$ cat src/rtl/i2sRxPkg.sv
package i2sRxPkg;

  localparam int SLOT_MAX = 32;
  localparam int SCNT_W   = $clog2(SLOT_MAX + 1);

  typedef enum logic [1:0] {
    RD_NONE  = 2'd0,
    RD_ZERO  = 2'd1,
    RD_LEFT  = 2'd2,
    RD_RIGHT = 2'd3
  } rdSel_e;

  typedef struct packed {
    logic   sampleBit;
    logic   firstBit;
    logic   latchLeft;
    logic   pushPair;
    rdSel_e rdSel;
  } rxStrobes_t;

  // number of leading slot bits kept for a length code; out-of-range and 0 keep all
  function automatic logic [SCNT_W-1:0] wordLimit(input logic [2:0] code);
    case (code)
      3'd1:    wordLimit = SCNT_W'(12);
      3'd2:    wordLimit = SCNT_W'(16);
      3'd3:    wordLimit = SCNT_W'(20);
      3'd4:    wordLimit = SCNT_W'(24);
      default: wordLimit = SCNT_W'(SLOT_MAX);
    endcase
  endfunction

endpackage

$ cat src/rtl/i2sRxDatapath.sv
module i2sRxDatapath
  import i2sRxPkg::*;
#(
  parameter int DEPTH = 16,
  parameter int PTR_W = $clog2(DEPTH)
) (
  input  logic                clk,
  input  logic                rstN,
  input  logic                sdi,
  input  logic [2:0]          lenCode,
  input  rxStrobes_t          st,
  input  logic [PTR_W-1:0]    wrIdx,
  input  logic [PTR_W-1:0]    rdIdx,
  output logic [SLOT_MAX-1:0] rdData
);

  localparam int PAIR_W = 2 * SLOT_MAX;

  logic [SLOT_MAX-1:0] shiftQ, shiftD, leftHold;
  logic [SCNT_W-1:0]   cntQ, cntD, limit;
  logic [PAIR_W-1:0]   pairMem [DEPTH];

  assign limit = wordLimit(lenCode);

  // next deserialiser value: restart on a slot's first bit, stop shifting at the limit
  always_comb begin
    shiftD = shiftQ;
    cntD   = cntQ;
    if (st.sampleBit) begin
      if (st.firstBit) begin
        shiftD = {{(SLOT_MAX-1){1'b0}}, sdi};
        cntD   = SCNT_W'(1);
      end else if (cntQ < limit) begin
        shiftD = {shiftQ[SLOT_MAX-2:0], sdi};
        cntD   = cntQ + SCNT_W'(1);
      end
    end
  end

  always_ff @(posedge clk or negedge rstN) begin
    if (!rstN) begin
      shiftQ   <= '0;
      cntQ     <= '0;
      leftHold <= '0;
    end else begin
      shiftQ <= shiftD;
      cntQ   <= cntD;
      if (st.latchLeft) leftHold <= shiftD;
    end
  end

  always_ff @(posedge clk) begin
    if (st.pushPair) pairMem[wrIdx] <= {leftHold, shiftD};
  end

  always_ff @(posedge clk or negedge rstN) begin
    if (!rstN) begin
      rdData <= '0;
    end else begin
      case (st.rdSel)
        RD_ZERO:  rdData <= '0;
        RD_LEFT:  rdData <= pairMem[rdIdx][PAIR_W-1:SLOT_MAX];
        RD_RIGHT: rdData <= pairMem[rdIdx][SLOT_MAX-1:0];
        default:  rdData <= rdData;
      endcase
    end
  end

  // bit counter never runs past the widest slot word
  assert_bitcount_bounded_R2: assert property (@(posedge clk) disable iff (!rstN)
    cntQ <= SCNT_W'(SLOT_MAX));

  // a slot's first bit always restarts the count at one
  assert_first_bit_restarts_R1: assert property (@(posedge clk) disable iff (!rstN)
    (st.sampleBit && st.firstBit) |=> cntQ == SCNT_W'(1));

endmodule

$ cat src/rtl/i2sRxControl.sv
module i2sRxControl
  import i2sRxPkg::*;
#(
  parameter int DEPTH  = 16,
  parameter int PTR_W  = $clog2(DEPTH),
  parameter int TRIG_W = $clog2(DEPTH)
) (
  input  logic              clk,
  input  logic              rstN,
  input  logic              globalEn,
  input  logic              blockEn,
  input  logic              chanEn,
  input  logic [TRIG_W-1:0] trigCode,
  input  logic              maskAvail,
  input  logic              maskOvr,
  input  logic              flushReq,
  input  logic              bitStrobe,
  input  logic              ws,
  input  logic              rdLeft,
  input  logic              rdRight,
  input  logic              ovrClr,
  output rxStrobes_t        st,
  output logic [PTR_W-1:0]  wrIdx,
  output logic [PTR_W-1:0]  rdIdx,
  output logic              availStatus,
  output logic              overrunStatus,
  output logic              irq
);

  localparam int CNT_W = $clog2(DEPTH + 1);

  logic             wsPrev, afterEnd, armed, leftSeen, ovrQ;
  logic [PTR_W-1:0] wrQ, rdQ;
  logic [CNT_W-1:0] countQ;
  logic blockOn, rxActive, slotEnd, endLeft, endRight;
  logic full, empty, popNow, pushNow, dropNow, flushNow;

  function automatic logic [PTR_W-1:0] bumpPtr(input logic [PTR_W-1:0] p);
    bumpPtr = (p == PTR_W'(DEPTH - 1)) ? '0 : p + PTR_W'(1);
  endfunction

  always_comb begin
    blockOn  = globalEn && blockEn;
    rxActive = blockOn && chanEn;
    slotEnd  = bitStrobe && blockOn && (ws != wsPrev);
    endLeft  = slotEnd && !wsPrev;
    endRight = slotEnd && wsPrev;
    full     = (countQ == CNT_W'(DEPTH));
    empty    = (countQ == '0);
    popNow   = blockOn && rdRight && !rdLeft && !empty && leftSeen;
    pushNow  = endRight && armed && (!full || popNow);
    dropNow  = endRight && armed && full && !popNow;
    flushNow = !blockOn || (flushReq && !chanEn);

    st.sampleBit = bitStrobe && blockOn;
    st.firstBit  = afterEnd;
    st.latchLeft = endLeft && armed;
    st.pushPair  = pushNow;
    if (rdLeft)       st.rdSel = empty ? RD_ZERO : RD_LEFT;
    else if (rdRight) st.rdSel = empty ? RD_ZERO : RD_RIGHT;
    else              st.rdSel = RD_NONE;
  end

  // slot tracking and arming at a right-slot end
  always_ff @(posedge clk or negedge rstN) begin
    if (!rstN) begin
      wsPrev   <= 1'b0;
      afterEnd <= 1'b0;
      armed    <= 1'b0;
    end else begin
      if (!blockOn) begin
        wsPrev   <= 1'b0;
        afterEnd <= 1'b0;
      end else if (bitStrobe) begin
        wsPrev   <= ws;
        afterEnd <= slotEnd;
      end
      if (!rxActive)     armed <= 1'b0;
      else if (endRight) armed <= 1'b1;
    end
  end

  // FIFO pointers and read sequencing
  always_ff @(posedge clk or negedge rstN) begin
    if (!rstN) begin
      wrQ      <= '0;
      rdQ      <= '0;
      countQ   <= '0;
      leftSeen <= 1'b0;
    end else if (flushNow) begin
      wrQ      <= '0;
      rdQ      <= '0;
      countQ   <= '0;
      leftSeen <= 1'b0;
    end else begin
      if (pushNow) wrQ <= bumpPtr(wrQ);
      if (popNow)  rdQ <= bumpPtr(rdQ);
      case ({pushNow, popNow})
        2'b10:   countQ <= countQ + CNT_W'(1);
        2'b01:   countQ <= countQ - CNT_W'(1);
        default: countQ <= countQ;
      endcase
      if (rdLeft)      leftSeen <= !empty;
      else if (popNow) leftSeen <= 1'b0;
    end
  end

  always_ff @(posedge clk or negedge rstN) begin
    if (!rstN)        ovrQ <= 1'b0;
    else if (dropNow) ovrQ <= 1'b1;
    else if (ovrClr)  ovrQ <= 1'b0;
  end

  assign wrIdx         = wrQ;
  assign rdIdx         = rdQ;
  assign overrunStatus = ovrQ;
  assign availStatus   = (32'(countQ) >= 32'(trigCode) + 32'd1);
  assign irq           = (availStatus && !maskAvail) || (ovrQ && !maskOvr);

  assert_count_bounded_R5: assert property (@(posedge clk) disable iff (!rstN)
    countQ <= CNT_W'(DEPTH));

  assert_no_write_into_full_R6: assert property (@(posedge clk) disable iff (!rstN)
    st.pushPair |-> (!full || popNow));

  assert_drop_sets_flag_R6: assert property (@(posedge clk) disable iff (!rstN)
    (endRight && armed && full && !popNow && blockOn) |=> (overrunStatus && countQ == CNT_W'(DEPTH)));

  assert_clear_drops_flag_R7: assert property (@(posedge clk) disable iff (!rstN)
    (ovrClr && !(endRight && armed && full)) |=> !overrunStatus);

  assert_disable_empties_R4: assert property (@(posedge clk) disable iff (!rstN)
    (!globalEn || !blockEn) |=> (countQ == '0 && !armed));

  assert_lone_right_keeps_R8: assert property (@(posedge clk) disable iff (!rstN)
    (blockOn && !flushReq && rdRight && !rdLeft && !leftSeen && !st.pushPair) |=> countQ == $past(countQ));

  assert_empty_not_avail_R9: assert property (@(posedge clk) disable iff (!rstN)
    (countQ == '0) |-> !availStatus);

  assert_masked_quiet_R11: assert property (@(posedge clk) disable iff (!rstN)
    (maskAvail && maskOvr) |-> !irq);

endmodule

$ cat src/rtl/i2sRxChannel.sv
module i2sRxChannel
  import i2sRxPkg::*;
#(
  parameter int DEPTH = 16
) (
  input  logic        clk,
  input  logic        rstN,
  input  logic        globalEn,
  input  logic        blockEn,
  input  logic        chanEn,
  input  logic [2:0]  lenCode,
  input  logic [3:0]  trigCode,
  input  logic        maskAvail,
  input  logic        maskOvr,
  input  logic        flushReq,
  input  logic        bitStrobe,
  input  logic        ws,
  input  logic        sdi,
  input  logic        rdLeft,
  input  logic        rdRight,
  input  logic        ovrClr,
  output logic [31:0] rdData,
  output logic        availStatus,
  output logic        overrunStatus,
  output logic        irq
);

  localparam int PTR_W = $clog2(DEPTH);

  rxStrobes_t       st;
  logic [PTR_W-1:0] wrIdx, rdIdx;

  i2sRxControl #(.DEPTH(DEPTH), .PTR_W(PTR_W), .TRIG_W(4)) ctrl_i (
    .clk(clk), .rstN(rstN), .globalEn(globalEn), .blockEn(blockEn), .chanEn(chanEn),
    .trigCode(trigCode), .maskAvail(maskAvail), .maskOvr(maskOvr), .flushReq(flushReq),
    .bitStrobe(bitStrobe), .ws(ws), .rdLeft(rdLeft), .rdRight(rdRight), .ovrClr(ovrClr),
    .st(st), .wrIdx(wrIdx), .rdIdx(rdIdx), .availStatus(availStatus),
    .overrunStatus(overrunStatus), .irq(irq)
  );

  i2sRxDatapath #(.DEPTH(DEPTH), .PTR_W(PTR_W)) data_i (
    .clk(clk), .rstN(rstN), .sdi(sdi), .lenCode(lenCode), .st(st),
    .wrIdx(wrIdx), .rdIdx(rdIdx), .rdData(rdData)
  );

endmodule

$ cat config.mk
export PLATFORM = sky130hd
export DESIGN_NAME = i2sRxChannel
export DESIGN_NICKNAME = d
export VERILOG_FILES = /design/src/rtl/i2sRxPkg.sv /design/src/rtl/i2sRxDatapath.sv /design/src/rtl/i2sRxControl.sv /design/src/rtl/i2sRxChannel.sv
export SDC_FILE = /design/constraint.sdc
export NUM_CORES = 1
export LEC_CHECK = 0
export BUFFER_PORTS_ARGS = -buffer_cell sky130_fd_sc_hd__buf_4
export CORE_MARGIN = 5
export CORE_UTILIZATION = 45
export CTS_CLUSTER_DIAMETER = 200
export DETAILED_ROUTE_END_ITERATION = 7
export GPL_TIMING_DRIVEN = 0
export PLACE_DENSITY_LB_ADDON = 0.3
export SLEW_MARGIN = 20
export SYNTH_ARGS = -nofsm -noshare
export SYNTH_HDL_FRONTEND = slang
export SYNTH_SLANG_ARGS = --single-unit
$ cat constraint.sdc
create_clock -name clk -period 9.1 [get_ports clk]
set_input_delay 1.365 -clock clk [delete_from_list [all_inputs] [get_ports clk]]
set_output_delay 1.365 -clock clk [all_outputs]
set_load 0.005 [all_outputs]
---- Word-level counts from Yosys, hierarchy flattened ----
Memories as Yosys holds them, arrays and structs flattened.
Index checks and enable logic that the tools add are counted.
word-level totals
  bits of input ports ..................... 21
  memory bits (writable) .................. 1024
  output and inout bits ................... 35
  logic and storage cells ................. 107
  memories kept ........................... 1
  bits in registers ....................... 120
cells by class
  order comparisons ....................... 2
  reductions and logical operators ........ 39
  muxes and demuxes ....................... 32
  $add $sub $neg .......................... 6
  equality and inequality tests ........... 15
memories
  name            depth  bits a word  rd ports  clocked after memory_dff  write ports  RTL line             source
  data_i.pairMem  16     64           1         0                         1            i2sRxDatapath.sv:21  logic [PAIR_W-1:0] pairMem [DEPTH];
operators with widths
  cell                                                                    count
  32-bit 2-to-1 mux                                                       3
  32-bit case mux with 3 select lines                                     1
  5-bit by 32-bit >= comparator with 1-bit output                         1
  4-bit 2-to-1 mux                                                        6
  6-bit case mux with 4 select lines                                      1
  1-bit logical AND                                                       18
  1-bit 2-to-1 mux                                                        13
  6-bit 2-to-1 mux                                                        2
  5-bit case mux with 2 select lines                                      1
  1-bit zero test                                                         9
  3-bit nonzero test                                                      3
  4-bit by 1-bit adder with 4-bit output (second input constant)          2
  4-bit equality test (second input constant)                             2
  2-bit 2-to-1 mux                                                        4
  2-bit nonzero test                                                      4
  6-bit by 1-bit adder with 6-bit output (second input constant)          1
  2-bit equality test (second input constant)                             3
  3-bit by 2-bit equality test with 1-bit output (second input constant)  2
  6-bit less-than comparator                                              1
  4-bit by 1-bit adder with 5-bit output (second input constant)          1
  5-bit by 1-bit adder with 5-bit output (second input constant)          1
  5-bit equality test (second input constant)                             1
  5-bit zero test                                                         1
  5-bit 2-to-1 mux                                                        1
  8 further kinds                                                         12

---- Depth between registers and ports, before layout ----
  depth in word-level cells ............... 10
  gate-level depth with buffers ........... 9
  depth with buffers taken out ............ 9

---- Cells and area by module ----
Synthesis repeated with hierarchy kept, for this count alone.
second synthesis, totals
  cells, all modules ...................... 2261
  area, all modules ....................... 44470.2 sq um
modules (own cells, without submodules)
  module         times used  area an instance (sq um)  sequential area each (sq um)  cells each
  i2sRxDatapath  1           43191.4                   33301.9                       2121
  i2sRxControl   1           1278.7                    450.4                         140

---- Worst setup path after synthesis ----
No wires, ideal clock.
  path type ............................... input to register
  start ................................... in ws
  end ..................................... mem data_i.pairMem[10][0] (netlist name), enable pin
  stages .................................. 5
  arrival ................................. 3.794 ns
  setup time .............................. 0.429 ns
  data required time ...................... 8.671 ns
  path buffers ............................ 0
  path slack .............................. 4.877 ns
  path through ............................ nand3b_1 > nor2_1 > nand2_1 > nor3b_1 > and2_1
between the ends
  word-level cells in the longest chain between the ends .. 7
RTL lines
  what                                    RTL line             source
  start: declaration                      i2sRxChannel.sv:17   input logic ws,
  1-bit inequality test                   i2sRxControl.sv:45   slotEnd = bitStrobe && blockOn && (ws != wsPrev);
  1-bit logical AND                       i2sRxControl.sv:45
  1-bit logical AND                       i2sRxControl.sv:47   endRight = slotEnd && wsPrev;
  1-bit logical AND (2 in series)         i2sRxControl.sv:51   pushNow = endRight && armed && (!full || popNow);
  1-bit 2-to-1 mux                        i2sRxDatapath.sv:53  if (st.pushPair) pairMem[wrIdx] <= {leftHold, shiftD};
  1-bit 2-to-1 mux (not written as such)  i2sRxDatapath.sv:53
  end: declaration                        i2sRxDatapath.sv:21
No other way between the ends.

---- Final worst setup path ----
  start ................................... in trigCode[0]
  end ..................................... out irq
between the ends
  word-level cells in the longest chain between the ends .. 4
RTL lines
  what                                             RTL line             source
  start: declaration                               i2sRxChannel.sv:12   input logic [3:0] trigCode,
  4-bit by 1-bit adder with 5-bit output           i2sRxControl.sv:117  assign availStatus = (32'(countQ) >= 32'(trigCode) + 32'd1);
  5-bit by 32-bit >= comparator with 1-bit output  i2sRxControl.sv:117
  1-bit logical AND                                i2sRxControl.sv:118  assign irq = (availStatus && !maskAvail) || (ovrQ && !maskOvr);
  1-bit logical OR                                 i2sRxControl.sv:118
  end: declaration                                 i2sRxChannel.sv:25   output logic irq
No other way between the ends.

==> flow_summary.json <==
{
  "clock-root-buffer": "clkbuf_16",
  "grt_pass1_vias": 22922,
  "post_cts.repair.setup_buffers": 0,
  "path_clk_slew_ns": 0.06,
  "drt_first_pass_iters": 5,
  "final_max_slew_viol_count": 0,
  "fin_area_mm2": 0.0505,
  "yosysSeqAreaShare": 0.764,
  "cts_max_level": 3,
  "dieArea_mm2": 0.104,
  "synth-edff-count": 1024,
  "route.met3.wl_um": 6220,
  "max_freq_mhz": 233,
  "placement_rows": 114,
  "r2r_start": "ctrl_i.rdIdx[1]$_DFFE_PN0P_",
  "ctsHoldBuffers": 0,
  "outcome": "finished, final reports clean",
  "crit_fanout": 3,
  "rsz0062_at_grt": "false",
  "arrival_ns": 2.93,
  "grt_max_degree": 62,
  "crit_path_start_kind": "input port",
  "drcViolationCount": 0,
  "final_core_util": 0.521,
  "boundaryPins": 56,
  "end_kind": "primary output",
  "netlist_area_mm2": 0.0441,
  "synth_most_common_cell": "edfxtp_1",
  "clkSinkCount": 1144,
  "placed_area_mm2": 0.0467,
  "required_ns": 7.74,
  "avgRoutedWirePerCell_um": 27.7,
  "port_buffers": 55,
  "setup_viol": 0,
  "met2WireLength_um": 54400,
  "power.density_mw_per_mm2": 213,
  "fin_crit_sh": 0.472,
  "crit_start": "trigCode[0]",
  "layout-drive-gt1-share": 0.267,
  "die_y_um": 323,
  "num_vias": 21339,
  "yosysTopAreaCell": "edfxtp_1",
  "wl_um": 102000,
  "synth_area_leaders": "edfxtp_1, mux4_2, dfrtp_1",
  "clockBufferDepth": 3,
  "ant_nets": 0,
  "synth_cell_types": 57,
  "cts_buffers": 108,
  "cts_tree": "built",
  "wl_met1_um": 39100,
  "initial_utilization": 0.455,
  "vias_per_cell": 5.80,
  "r2r_slack_ns": 5.84,
  "die_w_um": 323,
  "top_layer": "met4",
  "reg2reg_to": "data_i.rdData[0]$_DFFE_PN0P_",
  "p_leak_nw": 16.5,
  "yosysWarnings": 0,
  "maxCapViolations": 0,
  "worst_clock_skew_ns": 0.0309,
  "max-vdd-ir-drop_uv": 155,
  "grt_first_pass_wirelength_um": 151000,
  "dp_hpwl_um": 64100,
  "routabilityCongestion": 0.808,
  "ys.flop_type": "edfxtp_1",
  "syn_avg_cell_area_um2": 20.8,
  "power_w": 0.0107,
  "synth_common_cells": "edfxtp_1, mux4_2, nand2_1",
  "synth_seq_cells": 1144,
  "hold_viol_final": 0,
  "postSynthCellCount": 2122,
  "drtIter0Drc": 2164,
  "worst_pin_slew_ns": 1.13,
  "grt_usage": 0.197,
  "antenna_cells": 0,
  "netlist.area_leader.share": 0.696,
  "antenna_found_initial": 0,
  "syn-num-nets": 2159,
  "nFillCells": 7490,
  "relSlewSlack": 0.249,
  "path_class": "in -> out",
  "cts_resized": 0,
  "core_area_mm2": 0.0970,
  "period_needed_ns": 4.29,
  "cp-endpoint": "irq",
  "ff2ff_path_depth": 7,
  "grt_overflow": 0,
  "fin_setup_tns_ns": 0,
  "areaGrowthSynthToFinish_pct": 14.5,
  "final_nets": 2343,
  "async_flop_share": 0.105,
  "hold_path_class": "reg -> reg",
  "insertion_delay_ns": 0.67
}
-- where the power goes --
group	internal [W]	total [W]	leakage (nW)	switching, W
Combinational	0.0000503	0.000190	3.56	0.000140
Sequential	0.00574	0.00576	11.1	0.0000222
Clock	0.00289	0.00479	1.88	0.00191
-- cells in the final DEF, fill, tap and decap left out, drive strengths merged, types with 6 or more instances in the layout --
| cell | n |
|---|---|
| and2 | 14 |
| a22o | 31 |
| o221ai | 31 |
| nand3 | 17 |
| a21oi | 77 |
| ha | 16 |
| mux4 | 256 |
| o21ai | 11 |
| inv | 13 |
| nand4 | 7 |
| mux2 | 64 |
| bufinv | 17 |
| nand2 | 174 |
| nor2 | 17 |
| clkinv | 30 |
| clkbuf | 205 |
| dfrtp | 120 |
| xnor2 | 7 |
| edfxtp | 1024 |
| buf | 136 |
| mux2i | 37 |
| a22oi | 32 |
| a21o | 6 |
| a211oi | 7 |
-- stage by stage --
step	hold slack [ns]	instances	worst slack, ns
floorplan	0.505	2122	4.88
global placement	0.532	3453	2.78
detailed placement	0.542	3472	4.66
CTS	0.557	3678	4.81
global route	0.582	3678	4.75
finish	0.552	3678	4.81
-- worst min path at each step --
stage,startpoint,endpoint,cells past startpoint
after floorplan,data_i.rdData[30]$_DFFE_PN0P_,data_i.rdData[30]$_DFFE_PN0P_,1
after global placement,ctrl_i.leftSeen$_DFFE_PN0P_,ctrl_i.leftSeen$_DFFE_PN0P_,2
after detailed placement,ctrl_i.leftSeen$_DFFE_PN0P_,ctrl_i.leftSeen$_DFFE_PN0P_,2
after CTS,ctrl_i.leftSeen$_DFFE_PN0P_,ctrl_i.leftSeen$_DFFE_PN0P_,2
after global routing,ctrl_i.leftSeen$_DFFE_PN0P_,ctrl_i.leftSeen$_DFFE_PN0P_,2
final,ctrl_i.leftSeen$_DFFE_PN0P_,ctrl_i.leftSeen$_DFFE_PN0P_,2
-- registers in the layout (all words and copies together) (netlist names) --
signal,cells
ctrl_i.armed,1
ctrl_i.afterEnd,1
data_i.shiftQ,32
data_i.leftHold,32
data_i.pairMem,1024
data_i.cntQ,6
ctrl_i.wrIdx,4
data_i.rdData,32
ctrl_i.wsPrev,1
ctrl_i.countQ,5
ctrl_i.rdIdx,4
ctrl_i.leftSeen,1
ctrl_i.overrunStatus,1
-- worst max-delay path: stages --
cell and delay, ns:
buf_4 0.12, ha_1 0.26, inv_1 0.04, ha_1 0.26, a21o_1 0.15, a21o_1 0.17, a21o_1 0.19, a31o_2 0.24
buf_4 0.13
-- routing by layer --
metal	track usage	up-vias
met2	0.354	654
met4	0.0456	0
met1	0.254	11426
met3	0.0312	126
li1	-	9133
met5	0	-
-- cells by family after synthesis --
family                     after synthesis  share of synthesized area
buffers and inverters                  125                     0.0138
xor gates and xnor gates                12                    0.00238
muxes                                  357                      0.155
AOI/OAI and AO/OA                      212                     0.0336
DFF                                   1144                      0.764
and+or+nand+nor                        256                     0.0259
adders and majority gates               16                    0.00453
-- area by class of cell --
type,count,area [µm²],area share
plain buffers,114,572,0.0113
multi-input cells,853,9830,0.194
clock inverters,53,723,0.0143
repair buffers,74,891,0.0176
clock buffers,153,3140,0.0621
flip-flops and latches,1144,33800,0.668
inverters,11,41.3,0.000817
well taps,1276,1600,0.0316
Note: power is estimated with default switching activity, not from simulation.
